===== config.mk =====
export PLATFORM = sky130hd
export DESIGN_NAME = vls_line_stepper
export DESIGN_NICKNAME = d
export VERILOG_FILES = /design/src/rtl/vls_pkg.sv /design/src/rtl/vls_regs.sv /design/src/rtl/vls_err_acc.sv /design/src/rtl/vls_axis_step.sv /design/src/rtl/vls_seq.sv /design/src/rtl/vls_line_stepper.sv
export SDC_FILE = /design/constraint.sdc
export NUM_CORES = 1
export LEC_CHECK = 0
export ABC_CLOCK_PERIOD_IN_PS = 6070
export BUFFER_PORTS_ARGS = -buffer_cell sky130_fd_sc_hd__buf_2
export CORE_MARGIN = 3
export CORE_UTILIZATION = 26
export CTS_BUF_LIST = sky130_fd_sc_hd__clkbuf_4
export DETAILED_ROUTE_END_ITERATION = 8
export PLACE_DENSITY = 0.38
export SYNTH_ARGS = -nofsm -noshare
export SYNTH_HDL_FRONTEND = slang
export SYNTH_HIERARCHICAL = 1
export SYNTH_SLANG_ARGS = --single-unit

===== constraint.sdc =====
create_clock -name clk -period 6.07 [get_ports clk]
set_clock_uncertainty 0.15 [all_clocks]
set_input_delay 1.5175 -clock clk [delete_from_list [all_inputs] [get_ports clk]]
set_output_delay 1.5175 -clock clk [all_outputs]
set_load 0.01 [all_outputs]

===== src/rtl/vls_pkg.sv =====
// Shared constants and types for the line step engine.
// Assumes a 32-bit configuration word holding two 16-bit halves.
package vls_pkg;
    localparam int VLS_DATA_W  = 32;
    localparam int VLS_COORD_W = 16;
    localparam int VLS_LEN_W   = 14;
    localparam int VLS_ERR_W   = 16;
    localparam int VLS_ADDR_W  = 2;

    // Word select codes on the configuration port
    localparam logic [VLS_ADDR_W-1:0] VLS_REG_ORIGIN = 2'd0;
    localparam logic [VLS_ADDR_W-1:0] VLS_REG_LEN    = 2'd1;
    localparam logic [VLS_ADDR_W-1:0] VLS_REG_ERR    = 2'd2;
    localparam logic [VLS_ADDR_W-1:0] VLS_REG_MODE   = 2'd3;

    // Mode word bit positions
    localparam int VLS_MODE_XNEG = 0;
    localparam int VLS_MODE_YNEG = 1;
    localparam int VLS_MODE_YMAJ = 2;

    typedef enum logic [1:0] {
        VLS_IDLE = 2'd0,
        VLS_RUN  = 2'd1,
        VLS_FIN  = 2'd2
    } vls_state_e;
endpackage


===== src/rtl/vls_regs.sv =====
// Configuration store. Captures host words by address while unlocked.
// Assumes the caller holds lock high for the whole walk so fields stay stable.
module vls_regs
    import vls_pkg::*;
#(
    parameter int DATA_W  = VLS_DATA_W,
    parameter int ADDR_W  = VLS_ADDR_W,
    parameter int COORD_W = VLS_COORD_W,
    parameter int LEN_W   = VLS_LEN_W,
    parameter int ERR_W   = VLS_ERR_W
) (
    input  logic               clk,
    input  logic               rst_n,
    input  logic               we,
    input  logic [ADDR_W-1:0]  addr,
    input  logic [DATA_W-1:0]  wdata,
    input  logic               lock,
    output logic [COORD_W-1:0] org_x,
    output logic [COORD_W-1:0] org_y,
    output logic [LEN_W-1:0]   len,
    output logic [ERR_W-1:0]   init_err,
    output logic [ERR_W-1:0]   axial_inc,
    output logic [ERR_W-1:0]   diag_inc,
    output logic               xneg,
    output logic               yneg,
    output logic               ymaj
);
    localparam int HALF = DATA_W / 2;

    // Store each field when its word is written and the store is unlocked
    always_ff @(posedge clk) begin
        if (!rst_n) begin
            org_x     <= '0;
            org_y     <= '0;
            len       <= '0;
            init_err  <= '0;
            axial_inc <= '0;
            diag_inc  <= '0;
            xneg      <= 1'b0;
            yneg      <= 1'b0;
            ymaj      <= 1'b0;
        end else if (we && !lock) begin
            case (addr)
                VLS_REG_ORIGIN: begin
                    org_x <= wdata[0 +: COORD_W];
                    org_y <= wdata[HALF +: COORD_W];
                end
                VLS_REG_LEN: begin
                    init_err <= wdata[0 +: ERR_W];
                    len      <= wdata[HALF +: LEN_W];
                end
                VLS_REG_ERR: begin
                    diag_inc  <= wdata[0 +: ERR_W];
                    axial_inc <= wdata[HALF +: ERR_W];
                end
                default: begin
                    xneg <= wdata[VLS_MODE_XNEG];
                    yneg <= wdata[VLS_MODE_YNEG];
                    ymaj <= wdata[VLS_MODE_YMAJ];
                end
            endcase
        end
    end
endmodule


===== src/rtl/vls_err_acc.sv =====
// Error accumulator. Loads the zero-extended starting error and adds one
// sign-extended increment per advance. Assumes load and adv never coincide.
module vls_err_acc #(
    parameter int ERR_W = 16,
    localparam int ACC_W = ERR_W + 1
) (
    input  logic             clk,
    input  logic             rst_n,
    input  logic             load,
    input  logic [ERR_W-1:0] init_err,
    input  logic             adv,
    input  logic [ERR_W-1:0] axial_inc,
    input  logic [ERR_W-1:0] diag_inc,
    output logic             nonneg
);
    logic [ACC_W-1:0] acc;
    logic [ACC_W-1:0] inc;

    // Pick the increment from the current sign and widen it
    always_comb begin
        nonneg = ~acc[ACC_W-1];
        inc    = nonneg ? {diag_inc[ERR_W-1], diag_inc}
                        : {axial_inc[ERR_W-1], axial_inc};
    end

    // Load at launch and accumulate on each accepted pixel
    always_ff @(posedge clk) begin
        if (!rst_n) begin
            acc <= '0;
        end else if (load) begin
            acc <= {1'b0, init_err};
        end else if (adv) begin
            acc <= acc + inc;
        end
    end
endmodule


===== src/rtl/vls_axis_step.sv =====
// One coordinate axis. Loads a start value and steps by one in either
// direction. Wraps modulo 2**W. Assumes load and adv never coincide.
module vls_axis_step #(
    parameter int W = 16
) (
    input  logic         clk,
    input  logic         rst_n,
    input  logic         load,
    input  logic [W-1:0] start_val,
    input  logic         adv,
    input  logic         neg,
    output logic [W-1:0] coord
);
    // Hold, load, or move the coordinate by one
    always_ff @(posedge clk) begin
        if (!rst_n) begin
            coord <= '0;
        end else if (load) begin
            coord <= start_val;
        end else if (adv) begin
            coord <= neg ? coord - W'(1) : coord + W'(1);
        end
    end
endmodule


===== src/rtl/vls_seq.sv =====
// Walk sequencer. Counts remaining pixels and produces the valid window and
// the one-cycle closing pulse. Start is honoured only in the idle state.
module vls_seq
    import vls_pkg::*;
#(
    parameter int LEN_W = VLS_LEN_W
) (
    input  logic             clk,
    input  logic             rst_n,
    input  logic             start,
    input  logic [LEN_W-1:0] len,
    input  logic             ready,
    output logic             load,
    output logic             hs,
    output logic             valid,
    output logic             busy,
    output logic             done
);
    vls_state_e       state;
    logic [LEN_W-1:0] remain;

    // Decode state into the port-facing controls
    always_comb begin
        valid = (state == VLS_RUN);
        done  = (state == VLS_FIN);
        busy  = (state != VLS_IDLE);
        load  = (state == VLS_IDLE) && start;
        hs    = valid && ready;
    end

    // Advance the walk: launch, count down on handshakes, then close
    always_ff @(posedge clk) begin
        if (!rst_n) begin
            state  <= VLS_IDLE;
            remain <= '0;
        end else begin
            case (state)
                VLS_IDLE: begin
                    if (start) begin
                        remain <= len;
                        state  <= (len == '0) ? VLS_FIN : VLS_RUN;
                    end
                end
                VLS_RUN: begin
                    if (ready) begin
                        remain <= remain - LEN_W'(1);
                        if (remain == LEN_W'(1)) begin
                            state <= VLS_FIN;
                        end
                    end
                end
                default: state <= VLS_IDLE;
            endcase
        end
    end
endmodule


===== src/rtl/vls_line_stepper.sv =====
// Top of the line step engine. Takes configuration words, latches the
// direction mode at launch and walks the line one handshake at a time.
// Assumes software supplies consistent error terms.
module vls_line_stepper
    import vls_pkg::*;
#(
    parameter int DATA_W  = VLS_DATA_W,
    parameter int ADDR_W  = VLS_ADDR_W,
    parameter int COORD_W = VLS_COORD_W,
    parameter int LEN_W   = VLS_LEN_W,
    parameter int ERR_W   = VLS_ERR_W
) (
    input  logic               clk,
    input  logic               rst_n,
    input  logic               cfg_we,
    input  logic [ADDR_W-1:0]  cfg_addr,
    input  logic [DATA_W-1:0]  cfg_wdata,
    input  logic               start,
    input  logic               pix_ready,
    output logic               pix_valid,
    output logic [COORD_W-1:0] pix_x,
    output logic [COORD_W-1:0] pix_y,
    output logic               busy,
    output logic               done
);
    localparam int N_AXES = 2;

    logic [COORD_W-1:0] org_x, org_y;
    logic [LEN_W-1:0]   len;
    logic [ERR_W-1:0]   init_err, axial_inc, diag_inc;
    logic               cfg_xneg, cfg_yneg, cfg_ymaj;
    logic               run_xneg, run_yneg, run_ymaj;
    logic               load, hs, nonneg;

    logic [COORD_W-1:0] ax_start [N_AXES];
    logic [COORD_W-1:0] ax_coord [N_AXES];
    logic               ax_neg   [N_AXES];
    logic               ax_adv   [N_AXES];

    vls_regs #(
        .DATA_W(DATA_W), .ADDR_W(ADDR_W), .COORD_W(COORD_W),
        .LEN_W(LEN_W), .ERR_W(ERR_W)
    ) u_regs (
        .clk(clk), .rst_n(rst_n), .we(cfg_we), .addr(cfg_addr),
        .wdata(cfg_wdata), .lock(busy),
        .org_x(org_x), .org_y(org_y), .len(len), .init_err(init_err),
        .axial_inc(axial_inc), .diag_inc(diag_inc),
        .xneg(cfg_xneg), .yneg(cfg_yneg), .ymaj(cfg_ymaj)
    );

    vls_seq #(.LEN_W(LEN_W)) u_seq (
        .clk(clk), .rst_n(rst_n), .start(start), .len(len),
        .ready(pix_ready), .load(load), .hs(hs), .valid(pix_valid),
        .busy(busy), .done(done)
    );

    vls_err_acc #(.ERR_W(ERR_W)) u_acc (
        .clk(clk), .rst_n(rst_n), .load(load), .init_err(init_err),
        .adv(hs), .axial_inc(axial_inc), .diag_inc(diag_inc),
        .nonneg(nonneg)
    );

    // Latch the direction mode at launch so it holds for the whole walk
    always_ff @(posedge clk) begin
        if (!rst_n) begin
            run_xneg <= 1'b0;
            run_yneg <= 1'b0;
            run_ymaj <= 1'b0;
        end else if (load) begin
            run_xneg <= cfg_xneg;
            run_yneg <= cfg_yneg;
            run_ymaj <= cfg_ymaj;
        end
    end

    // Route per-axis start values, directions and step enables
    always_comb begin
        ax_start[0] = org_x;
        ax_start[1] = org_y;
        ax_neg[0]   = run_xneg;
        ax_neg[1]   = run_yneg;
        ax_adv[0]   = hs && (!run_ymaj || nonneg);
        ax_adv[1]   = hs && ( run_ymaj || nonneg);
    end

    for (genvar a = 0; a < N_AXES; a++) begin : g_axis
        vls_axis_step #(.W(COORD_W)) u_axis (
            .clk(clk), .rst_n(rst_n), .load(load),
            .start_val(ax_start[a]), .adv(ax_adv[a]), .neg(ax_neg[a]),
            .coord(ax_coord[a])
        );
    end

    assign pix_x = ax_coord[0];
    assign pix_y = ax_coord[1];
endmodule


==> run_results.csv, run 1 <==
group,metric,value,unit
status,status,"finished clean",
floorplan,design.core.area,35800,um^2
clock_network,cts_resized,0,
synthesis,syn_area_per_cell,8.87,um^2
place,place_ws,2.11,ns
drt,ant_nets,0,
sta,fin_ws,2.07,ns
drt,drt-total-wl,29.2,mm
cells_and_area,drive_gt1_frac,0.145,
critical_path,worstPathRequired,4.40,ns
synthesis,async_reset_ff_frac,0,
clock_network,hold_buffers,0,
synthesis,netlist_instances,1073,
sta,slew_headroom,0.424,
run,max-cap-violations,0,
sta,hold_viol,0,
clock_network,cts_tree,"built",
global_routing,grt_first_pass_wirelength,45.1,mm
floorplan,die_area,38900,um^2
sta,rsz0062_at_grt,"no",
critical_path,critPathCaptureType,"primary output",
critical_path,critPathArrivalTime,2.33,ns
critical_path,cpMaxStageDelayCell,"dfxtp_1",
power_and_ir_drop,power.internal,0.00157,W
sta,max_freq,250,MHz
synthesis,yosysSeqAreaShare,0.347,
power_and_ir_drop,combPwrFrac,0.223,
clock_network,cts_buffers,17,
floorplan,boundaryPins,74,
sta,period_needed,4.00,ns
place,place.gp.congestion,0.787,
synthesis,synth_seq_cells,165,
power_and_ir_drop,power_density,229,nW/um^2
drt,vias,7911,
drt,drt_first_iter_violations,454,
power_and_ir_drop,total_power,0.00241,W
power_and_ir_drop,p_leak,4.25,nW
cells_and_area,final_cells,1589,
drt,route.detailed.wl_per_inst,18.4,um
global_routing,overflow,0,
sta,worst_pin_slew,0.863,ns
clock_network,cts_max_level,4,
clock_network,cts_sinks,165,
power_and_ir_drop,power_frac_seq,0.504,
cells_and_area,multiInputGateArea,5820,um^2
sta,fin_crit_sh,0.658,
power_and_ir_drop,ir_drop,0.000144,V
clock_network,postCtsSetupRepairBufs,0,
global_routing,antenna_found_initial,1,
floorplan,rows,69,
place,hpwlAfterDp,21.2,mm
cells_and_area,nets,1202,
synthesis,synthDistinctLibCells,92,
power_and_ir_drop,switching_share,0.349,
place,port_buffers,73,
drt,remaining_drc_errors,0,
synthesis,synth_enable_flop_cells,0,
synthesis,yosysWarningCount,6,
cells_and_area,syn2layout_area_growth,10.5,%
critical_path,max_stage_delay,0.66,ns
place,post-place-cells,1556,
synthesis,mappedNetlistArea,9510,um^2
global_routing,grt_max_degree,85,
drt,firstDrtPassIters,4,
synthesis,synthFlopType,"dfxtp_1",
critical_path,critPathKind,"reg -> out",
clock_network,clk-insertion-delay-late,0.56,ns
floorplan,die_w,197,um
critical_path,cp_cell_sequence,"nand2b_1, inv_2, buf_2",
sta,setup_violations,0,
power_and_ir_drop,p_sw,0.000840,W
sta,setup_tns,0,ns
drt,vias_per_cell,4.98,
sta,slew_viol_final,0,
floorplan,die_h,197,um
critical_path,critPathMaxFanout,17,
clock_network,cts_buffer_depth,2,
cells_and_area,regArea,3300,um^2
cells_and_area,fill_cells,3824,
synthesis,synth_fp_nets,1161,
clock_network,path_clk_slew,0.15,ns
global_routing,grt_pass1_vias,7639,
power_and_ir_drop,clkPwrFrac,0.273,
critical_path,worstSetupStartpointType,"flop",
floorplan,start_util,0.266,
min_path,holdCritPathClass,"reg -> reg",
global_routing,grtUsageTotal,0.148,
clock_network,cts-root-buf,"clkbuf_4",
[sequential cells by signal (all words and copies together) (netlist names), 2 cells and up]
register	cells
u_acc/acc	17
g_axis.u_axis/coord	32
u_regs/diag_inc	16
u_regs/org_y	16
u_regs/org_x	16
u_seq/state	2
u_regs/init_err	16
u_regs/len	14
u_seq/remain	14
u_regs/axial_inc	16
[worst paths after layout]
| kind | start | endpoint | slack [ns] | cells after the start |
|---|---|---|---|---|
| worst max-delay path | u_seq/state[1] | pix_valid | 2.07 | 3 |
| worst min-delay path | u_regs/org_y[4] | u_regs/org_y[4] | 0.32 | 2 |
| worst max register to register | u_seq/state[1] | g_axis[1].u_axis/coord[15] | 2.21 | 9 |
| worst min register to register | u_regs/org_y[4] | u_regs/org_y[4] | 0.32 | 2 |
[synthesized netlist by cell type (all sizes together) (11+ instances only)]
| cell | number | area [um^2] |
|---|---|---|
| nand2 | 175 | 657 |
| a31oi | 18 | 113 |
| nand3 | 11 | 55.1 |
| clkbuf | 31 | 118 |
| inv | 20 | 75.1 |
| nor3b | 22 | 170 |
| a21oi | 91 | 459 |
| nand4 | 12 | 75.1 |
| mux2 | 17 | 191 |
| ha | 46 | 576 |
| nor2 | 37 | 139 |
| xnor2 | 13 | 114 |
| a211oi | 13 | 120 |
| mux2i | 121 | 1210 |
| buf | 31 | 206 |
| dfxtp | 165 | 3300 |
| a21boi | 11 | 82.6 |
| o21ai | 49 | 249 |
| xor2 | 21 | 184 |
| o22ai | 13 | 81.3 |
[kinds of logic (layout without fill, tap and decap cells)]
logic type,after synthesis,count (layout),synth area share
and+or+nand+nor,331,331,0.175
AOI/OAI and AO/OA,273,273,0.190
DFF,165,165,0.347
muxes,138,138,0.147
buffers and inverters,83,137,0.0424
adders and majority gates,49,49,0.0668
xor gates and xnor gates,34,34,0.0313
other,0,1,0
[power by group through the flow]
stage | combinational [W] | clock, W | sequential (W)
after global placement | 0.000541 | 0 | 0.00124
after detailed placement | 0.000540 | 0 | 0.00124
final | 0.000536 | 0.000657 | 0.00121
after CTS | 0.000542 | 0.000695 | 0.00121
after floorplan | 0.000395 | 0 | 0.00122
after global routing | 0.000595 | 0.000733 | 0.00122
[stage by stage]
step / util / area, um^2 / hold WS (ns)
after global placement: 0.286 / 10200 / 0.291
after detailed placement: 0.286 / 10200 / 0.298
final: 0.293 / 10500 / 0.316
after global routing: 0.293 / 10500 / 0.337
after floorplan: - / 9510 / 0.281
after CTS: 0.293 / 10500 / 0.314
[routing by layer]
layer  track usage  part of all wire  vias to the layer above
met2         0.242              0.47                       89
met5             0                 0                        -
met4        0.0285            0.0060                        0
met3        0.0225             0.024                        8
li1              -                 -                     3985
met1         0.209              0.50                     3829
[area by class of cell]
| cell class | instances | share of cell area |
|---|---|---|
| multi-input combinational | 825 | 0.554 |
| sequential | 165 | 0.314 |
| clock inverter | 15 | 0.0140 |
| inverter | 21 | 0.00750 |
| tap | 461 | 0.0549 |
| antenna | 1 | 0.000238 |
| clock buffer | 17 | 0.0121 |
| timing repair buffer | 84 | 0.0432 |
[layout by cell type (no fill, tap or decap), drive strengths merged, types with 11 or more instances in the layout]
cell and instances:
nor2 37, xnor2 13, dfxtp 165, nor3b 22, mux2i 121, a21oi 91
nand4 12, a31oi 18, a211oi 13, ha 46, nand3 11, inv 25
buf 84, clkbuf 17, xor2 21, a21boi 11, o22ai 13, o21ai 49
mux2 17, nand2 175
[critical path: cells and delay by family (launching register included)]
kind | cells | cell delay [ns]
buffers and inverters | 2 | 0.48
DFF | 1 | 0.66
and+or+nand+nor | 1 | 0.62
(Power assumes the default switching activity.)
==> run 2: changes to the inputs <==
Settings changed: ABC_CLOCK_PERIOD_IN_PS 6070 to 3500, PLACE_DENSITY 0.38 to 0.39.
Clock period 6.07 ns to 3.5 ns, I/O delays scaled along.
==> run_results.csv, run 2 (same netlist as run 1, synthesis figures left out) <==
group,metric,value,unit
global_routing,antenna_found_initial,1,
critical_path,reg2reg_slack,0.46,ns
critical_path,worstPathRequired,3.89,ns
clock_network,cts_buffers,17,
power_and_ir_drop,power_density,398,nW/um^2
floorplan,die_area,38900,um^2
drt,remaining_drc_errors,0,
critical_path,cpLargestDelayFamily,"simple AND/OR/NAND/NOR gates",
drt,drt_first_iter_violations,493,
sta,slew_headroom,0.475,
place,hpwlAfterDp,21.4,mm
place,post-place-cells,1569,
cells_and_area,top_register,"g_axis.u_axis/coord",
global_routing,grt_first_pass_wirelength,45.9,mm
sta,period_needed,3.04,ns
floorplan,die_w,197,um
place,placed_cell_area,10400,um^2
clock_network,cts_sinks,165,
global_routing,grt_max_degree,80,
run,max-cap-violations,0,
critical_path,critPathArrivalTime,3.43,ns
sta,setup_violations,0,
min_path,holdCritPathClass,"reg -> reg",
sta,slew_viol_final,0,
clock_network,cts_tree,"built",
clock_network,path_clk_slew,0.15,ns
floorplan,rows,69,
drt,ant_nets,0,
sta,fin_hold_ws,0.320,ns
critical_path,critPathCaptureType,"flop",
cells_and_area,final_area,10600,um^2
clock_network,postCtsSetupRepairBufs,0,
clock_network,cts_max_level,4,
drt,firstDrtPassIters,5,
clock_network,cts_buffer_depth,2,
cells_and_area,syn2layout_area_growth,11.8,%
cells_and_area,layout.cells.most_common,"nand2_1",
critical_path,cp_cell_sequence,"buf_4, mux2_2, fa_1, a211oi_2, o211a_1, nor2_1, or4_1, and3_1, a21oi_1",
sta,worst_pin_slew,0.787,ns
critical_path,worstSetupStartpointType,"flop",
clock_network,hold_buffers,0,
sta,fin_crit_sh,0.869,
floorplan,die_h,197,um
drt,vias,7976,
cells_and_area,largest_reg_flops,32,
sta,hold_viol,0,
power_and_ir_drop,p_leak,4.31,nW
critical_path,max_stage_delay,0.47,ns
drt,vias_per_cell,4.98,
global_routing,grtUsageTotal,0.151,
critical_path,crit_buf_inv,1,
sta,rsz0062_at_grt,"no",
floorplan,start_util,0.266,
cells_and_area,drive_gt1_frac,0.154,
critical_path,cpMaxStageDelayCell,"fa_1",
status,status,"finished clean",
power_and_ir_drop,ir_drop,0.000158,V
sta,setup_tns,0,ns
floorplan,design.core.area,35800,um^2
global_routing,overflow,0,
clock_network,clk-insertion-delay-late,0.60,ns
cells_and_area,layout_common_cells,"nand2_1, dfxtp_1, mux2i_1, a21oi_1, buf_2",
critical_path,critPathKind,"reg -> reg",
clock_network,cts-root-buf,"clkbuf_4",
global_routing,grt_pass1_vias,7919,
clock_network,cts_resized,0,
critical_path,critPathMaxFanout,17,
drt,route.detailed.wl_per_inst,18.3,um
cells_and_area,final_cells,1602,
floorplan,boundaryPins,74,
cells_and_area,reg.largest.list,"g_axis.u_axis/coord x32, u_acc/acc x17",
cells_and_area,nets,1215,
drt,drt-total-wl,29.3,mm
place,place.gp.congestion,0.855,
place,port_buffers,73,
sta,max_freq,329,MHz
-- run 2: cell types whose count changed in the layout (fill, tap and decap cells not counted), moves of 2 or more --
cell,change
buf_12,+2
clkinvlp_4,+3
inv_6,-2
clkinv_4,-4
inv_8,-2
buf_4,+11
clkbuf_4,+2
-- run 2: report_power, final --
| part | internal, W | switching [W] | leakage [nW] |
|---|---|---|---|
| clock network | 0.000435 | 0.000730 | 0.140 |
| registers | 0.00199 | 0.000109 | 1.34 |
| logic | 0.000376 | 0.000591 | 2.83 |
-- run 2: cell type report --
type	instances	area, um^2
fillers	3848	25200
multi-input cells	825	5820
flip-flops and latches	165	3300
repair buffers	97	577
well taps	461	577
clock buffers	19	143
clock inverters	13	134
inverters	21	78.8
diodes	1	2.50
-- run 2: per-layer routing --
metal	wire (um)	GRT usage	vias to the layer above	part of all wire
li1	-	-	4012	-
met5	0	0	-	0
met4	327	0.0375	0	0.011
met2	13500	0.243	105	0.46
met3	727	0.0227	17	0.025
met1	14700	0.212	3842	0.50
-- run 2: worst paths after layout --
check	start	end	cells past startpoint
min reg2reg	u_regs/init_err[6]	u_regs/init_err[6]	2
max reg2reg	u_acc/acc[16]	u_acc/acc[10]	9
max	u_acc/acc[16]	u_acc/acc[10]	9
min	u_regs/init_err[6]	u_regs/init_err[6]	2
-- run 2: metrics by stage --
stage | setup slack (ns) | power, W | utilization
after floorplan | 0.414 | 0.00279 | -
after global placement | 0.482 | 0.00312 | 0.289
after detailed placement | 0.474 | 0.00312 | 0.289
after CTS | 0.471 | 0.00432 | 0.297
after global routing | 0.318 | 0.00450 | 0.297
final | 0.460 | 0.00423 | 0.297
-- run 2: worst reg2reg max path: cells and delay by family (launching register included) --
family / cells / cell delay, ns
AND/OR/NAND/NOR: 3 / 0.75
AO/OA/AOI/OAI: 3 / 0.63
adder cells (fa/ha/maj): 1 / 0.47
multiplexers: 1 / 0.40
flip-flops: 1 / 0.35
buffers and inverters: 1 / 0.27
